`config.mk`:
```
export PLATFORM = sky130hd
export DESIGN_NAME = tdm_slot_sched
export DESIGN_NICKNAME = d
export VERILOG_FILES = /design/src/rtl/tdm_slot_sched.sv
export SDC_FILE = /design/constraint.sdc
export NUM_CORES = 2
export LEC_CHECK = 0
export ABC_AREA = 1
export BUFFER_PORTS_ARGS = -buffer_cell sky130_fd_sc_hd__buf_2
export CORE_MARGIN = 5
export CORE_UTILIZATION = 50
export CTS_CLUSTER_DIAMETER = 40
export DETAILED_ROUTE_END_ITERATION = 8
export PLACE_DENSITY = 0.68
export SKIP_LAST_GASP = 1
export SLEW_MARGIN = 10
export SYNTH_ARGS = -nofsm -noshare
export SYNTH_HDL_FRONTEND = slang
export SYNTH_SLANG_ARGS = --single-unit
```
`constraint.sdc`:
```
create_clock -name clk -period 1.76 [get_ports clk]
set_input_delay 0.176 -clock clk [delete_from_list [all_inputs] [get_ports clk]]
set_output_delay 0.176 -clock clk [all_outputs]
set_load 0.1 [all_outputs]
```
`src/rtl/tdm_slot_sched.sv`:
```
module tdm_slot_sched #(
  parameter int NRULE = 128,
  parameter int CHW   = 7,
  parameter int BUBW  = 8,
  localparam int IW   = $clog2(NRULE)
) (
  input  logic            clk,
  input  logic            rst_n,
  input  logic            slot_i,
  input  logic            restart_i,
  input  logic [IW-1:0]   rule_last_i,
  input  logic [BUBW-1:0] bubble_len_i,
  input  logic            tbl_we_i,
  input  logic [IW-1:0]   tbl_addr_i,
  input  logic [CHW-1:0]  tbl_chan_i,
  input  logic            tbl_pkt_i,
  input  logic            tbl_en_i,
  output logic            out_vld_o,
  output logic            out_idle_o,
  output logic [CHW-1:0]  out_chan_o,
  output logic            out_pkt_o
);

  logic [CHW+1:0]  tbl [NRULE];
  logic [IW-1:0]   idx;
  logic [BUBW-1:0] bcnt;
  logic            in_bub;
  logic [CHW+1:0]  ent;
  logic            ent_en, at_last, bub_end;

  assign ent     = tbl[idx];
  assign ent_en  = ent[CHW+1];
  assign at_last = (idx == rule_last_i);
  assign bub_end = (bcnt == bubble_len_i - 1'b1);

  always_ff @(posedge clk or negedge rst_n) begin
    if (!rst_n) begin
      for (int i = 0; i < NRULE; i++) tbl[i] <= '0;
    end else if (tbl_we_i) begin
      tbl[tbl_addr_i] <= {tbl_en_i, tbl_pkt_i, tbl_chan_i};
    end
  end

  always_ff @(posedge clk or negedge rst_n) begin
    if (!rst_n) begin
      idx        <= '0;
      bcnt       <= '0;
      in_bub     <= 1'b0;
      out_vld_o  <= 1'b0;
      out_idle_o <= 1'b0;
      out_chan_o <= '0;
      out_pkt_o  <= 1'b0;
    end else begin
      out_vld_o  <= 1'b0;
      out_idle_o <= 1'b0;
      out_chan_o <= '0;
      out_pkt_o  <= 1'b0;
      if (restart_i) begin
        idx    <= '0;
        bcnt   <= '0;
        in_bub <= 1'b0;
      end else if (slot_i) begin
        if (in_bub) begin
          out_idle_o <= 1'b1;
          if (bub_end) begin
            in_bub <= 1'b0;
            bcnt   <= '0;
          end else begin
            bcnt <= bcnt + 1'b1;
          end
        end else begin
          out_vld_o  <= ent_en;
          out_idle_o <= !ent_en;
          out_chan_o <= ent_en ? ent[CHW-1:0] : '0;
          out_pkt_o  <= ent_en & ent[CHW];
          if (at_last) begin
            idx    <= '0;
            in_bub <= (bubble_len_i != '0);
            bcnt   <= '0;
          end else begin
            idx <= idx + 1'b1;
          end
        end
      end
    end
  end

endmodule


```
**Yosys cells after proc, flatten, opt, wreduce, memory -nomap -nowiden**

Index checks and enable logic that the tools add are counted.

- Equal/unequal tests: 3
- Multiplexer cells: 33
- Reduce and logical (&&, ||, !) cells: 7
- Bitwise logic cells: 3
- Order comparisons: 3
- Add/sub/neg operators: 3

Operator list:

| cell | number |
|---|---|
| $bwmux 1152 | 1 |
| $bmux 9 s7 | 1 |
| $demux 9 s7 | 1 |
| $mux 7 | 8 |
| $mux 8 | 5 |
| $mux 9 | 3 |
| $ge 8x8->1 const B | 2 |
| $not 7->8 | 2 |
| $mux 1 | 14 |
| $add 8x1->8 const B | 1 |
| $eq 8x8->1 | 1 |
| $lt 8x1->1 const B | 1 |
| $reduce_bool 8->1 | 1 |
| $sub 8x1->8 const B | 1 |
| $add 7x1->7 const B | 1 |
| $eq 7x7->1 | 1 |
| $reduce_and 2->1 | 2 |
| $reduce_bool 3->1 | 1 |
| $ne 2x2->1 const B | 1 |
| $reduce_bool 2->1 | 1 |
| $and 1x1->1 | 1 |
| $logic_and 1x1->1 | 1 |
| $logic_not 1->1 | 1 |

- Input port bits: 36
- Output and inout port bits: 10
- Register bits: 1178
- Logic and storage cells: 187

**Logic depth before layout (Yosys ltp)**

- Depth after elaboration: 8
- Gate-level depth with buffers: 15
- Gate-level depth less buffers: 12

**Worst setup path before layout**

OpenSTA, ideal clock, no wires.

- Kind: register -> register
- Start point: register idx[1]
- End point: register out_chan_o[6]
- Path buffers: 4
- Library setup time: 123 ps
- Data arrival time: 1731 ps
- Data required time: 1637 ps
- Cell stages (with the launch flop): 13
- Clock period less this slack: 1854 ps
- Slack: -94 ps
- Cell sequence: dfrtp_1 > buf_2 > clkinv_1 > buf_2 > buf_2 > buf_1 > nand3_1 > nand3_1 > nand4_1 > nand2_1 > nand3_1 > nand2_1 > nor2_1

- Longest elaborated chain between the ends: 8

Ends and longest elaborated chain:

| item | line | text |
|---|---|---|
| start, declared | 25 | `logic [IW-1:0] idx;` |
| start signal, assigned | 81 | `idx <= idx + 1'b1;` |
| $not 7->8 (implied by the code) | 31 | `assign ent = tbl[idx];` |
| $bmux 9 s7 | 31 |  |
| $mux 9 (implied by the code) (2 in a row) | 31 |  |
| $mux 7 | 74 | `out_chan_o <= ent_en ? ent[CHW-1:0] : '0;` |
| $mux 7 | 63 | `if (in_bub) begin` |
| $mux 7 | 62 | `end else if (slot_i) begin` |
| $mux 7 | 58 | `if (restart_i) begin` |
| end signal, assigned | 74 |  |
| end, declared | 20 | `output logic [CHW-1:0] out_chan_o,` |

Every way passes these cells. The select of a mux whose other input is x is not followed.
A chain may end at the register's enable or synchronous reset.

**Worst setup path after layout**

- Start point: register idx[0]
- End point: register out_chan_o[6]

The elaborated chain is that of the path after synthesis.

==> impl_metrics.ini <==
[status]
status = finished with violations
violations = setup timing

[synth]
synth.avg_cell_area_sq_um = 8.174
ys_warn_count = 0
synth_ff_type = dfrtp_1
syn-num-nets = 6571
synth_edf_count = 0
synthDistinctLibCells = 33
synth_cells = 6531
synth_seq_area_share = 0.5522
ys_async_sr_fraction = 1.000
synth_area_sq_um = 53390
ys_seq_elements = 1178

[global_routing]
grt_usage = 0.3120
use_met2 = 0.4822
busiest_layer = met2
first_global_vias = 46280
grt_overflow = 0
grt_pass1_wl_microns = 275600
use_met1 = 0.4382
grt_max_degree = 121
met3_usage = 0.06231
antenna_found_initial = 2

[critical_path]
critPathMaxStageDelay_ns = 0.51
crit_type = reg -> reg
cp_max_fo = 18
worstPathCellList = buf_12, buf_16, bufbuf_16, a21oi_2, o21ai_1, nand3_1, nand3_2, nand2_2, nand3_4, nand3_4, nand4_4, nor2_2
arrival_ns = 3.02
crit_family = simple AND/OR/NAND/NOR gates
critPathCaptureType = flip-flop
worst-path-buf-inv = 3
cp-start-kind = flip-flop
crit_required_ns = 2.44
critPathSlowestCell = dfrtp_4
cp_common_cell = nand3_4

[final_layout]
final_common_cell = nand2_1
fin_area_sq_um = 66850
nNetsFinal = 6852
area_delta_synth_final_pct = 25.23
layout_common_cells = nand2_1 (1581), o21ai_0 (1461), dfrtp_1 (1172)
finalNonFillerCells = 8331
drive_gt1_frac = 0.1634
fillers = 8739

[route]
post_drt_wl_per_cell_microns = 21.50
drt_wl_total_microns = 179100
via_count = 48840
drc = 0
ant_nets = 0
drtIter0Drc = 5750
vias_per_cell = 5.862
first_pass_iters = 7

[clock_network]
h-tree-depth = 4
clk_latency_ns = 0.75
path_clk_slew_ns = 0.06
numCtsBuffers = 153
cts_buffer_depth = 3
cts_tree = yes
root_buffer = clkbuf_16
cts.sinks = 1178

[timing]
slew-limit-headroom = 0.4806
hold_ws_ns = 0.04179
min_period_ns = 2.347
finalMaxSlewViolations = 0
worst-slew-pin-transition_ns = 0.7792
layout_setup_ws_ns = -0.5868
finalCritPeriodShare = 1.333
setup_viol_count_final = 29
setup-tns-final_ns = -11.39
rsz0062_at_grt = true
finClkSkew_ns = 0.02764
clock.fmax_mhz = 426.1
hold_viol = 0

[run]
maxCapViolations = 0

[die]
rows = 119
start_util = 0.5050
dieWidth_microns = 336.8
die_height_microns = 336.8
die_area_sq_um = 113400
core_area_sq_um = 105700
num_io_pins = 46

[power_and_ir_drop]
p_leak_nw = 30.37
p_per_area_nw_per_um2 = 1137
vdd_drop_max_mv = 0.8834

[place]
placed_area_sq_um = 58970
dp.cells = 7982
hpwl_microns = 110300
port_buffers = 45
gp_congestion = 0.9648

[min_path]
hold_class = in -> reg
[state kept, by name (all words and copies together) (netlist names)]
name        cells
in_bub          1
out_vld_o       1
out_pkt_o       1
tbl          1152
idx             7
out_chan_o      7
out_idle_o      1
bcnt            8
[where the power goes]
group,internal (mW),switching (mW),leakage [nW]
registers,29.4,1.28,15.7
clock network,21.6,12.7,2.74
logic,4.18,6.76,11.9
[worst reg2reg max path, delay by kind of cell (launching register included)]
family,cells,cell delay [ns]
flops,1,0.51
buf+inv,3,0.65
compound gates,2,0.30
simple gates,7,0.83
[cells in the mapped netlist, drive strengths merged (12+ instances only)]
| library cell | count | area share |
|---|---|---|
| a21oi | 189 | 0.018 |
| buf | 123 | 0.011 |
| clkbuf | 381 | 0.027 |
| dfrtp | 1178 | 0.55 |
| inv | 167 | 0.012 |
| nand2 | 1618 | 0.11 |
| nand3 | 274 | 0.026 |
| nand4 | 12 | 0.0015 |
| nor2 | 717 | 0.051 |
| nor3 | 14 | 0.0020 |
| o211ai | 139 | 0.020 |
| o21ai | 1623 | 0.15 |
| o22ai | 34 | 0.0040 |
| xor2 | 18 | 0.0030 |
[what timing repair did]
item | in CTS | in global routing
hold buffers | 15 | 0
pin swaps | 100 | 64
cloned | 18 | 3
buffers inserted | 29 | 4
endpoints found under the setup margin | 36 | 42
gates resized for setup | 277 | 85
endpoints found under the hold margin | 1375 | 0
[routing by layer]
metal	vias up	share of wire
met1	23730	0.41
met2	2359	0.45
met4	2	0.042
met3	402	0.091
met5	-	0.000045
li1	22350	-
[layout make-up]
class	instances	area (sq um)	area share
Antenna cell	1	2.502	0.00003743
Clock buffer	180	4136	0.06187
Clock inverter	102	1505	0.02251
Inverter	173	693.2	0.01037
Multi-Input combinational cell	4677	22140	0.3312
Sequential cell	1178	29490	0.4411
Tap cell	1391	1740	0.02603
Timing Repair Buffer	627	7121	0.1065
Timing Repair inverter	2	22.52	0.0003369
[path summary, 6_finish.rpt]
check	slack, ns	cells past startpoint	end	startpoint
setup / recovery	-0.59	12	out_chan_o[6]$_DFF_PN0_	idx[0]$_DFFE_PN0P_
hold / removal	0.04	5	tbl[1074]$_DFFE_PN0P_	tbl_addr_i[0]
setup reg to reg	-0.59	12	out_chan_o[6]$_DFF_PN0_	idx[0]$_DFFE_PN0P_
hold reg to reg	0.48	2	tbl[1024]$_DFFE_PN0P_	tbl[1024]$_DFFE_PN0P_
max in group asynchronous	0.94	3	tbl[963]$_DFFE_PN0P_	rst_n
min in group asynchronous	0.07	3	tbl[952]$_DFFE_PN0P_	rst_n
[cell families (layout without fill, tap and decap cells)]
family	Yosys count	in the layout	share of synthesized area
AOI/OAI and AO/OA	1992	1992	0.1943
xor gates and xnor gates	27	27	0.004687
adders and majority gates	4	4	0.0009375
muxes	2	2	0.0003750
and+or+nand+nor	2651	2652	0.1973
buffers and inverters	677	1084	0.05022
other	0	1	0
DFF	1178	1178	0.5522
[through the flow]
step	setup WS [ns]	util	total power [mW]
3_3_place_gp	-0.6852	0.5578	40.35
3_5_place_dp	-0.7047	0.5578	40.60
4_1_cts	-0.4630	0.6288	75.97
2_1_floorplan	-0.05373	-	36.29
5_1_grt	-0.6228	0.6324	78.86
6_report	-0.5868	0.6324	76.00
No activity file was read; power rests on OpenSTA's default activity.
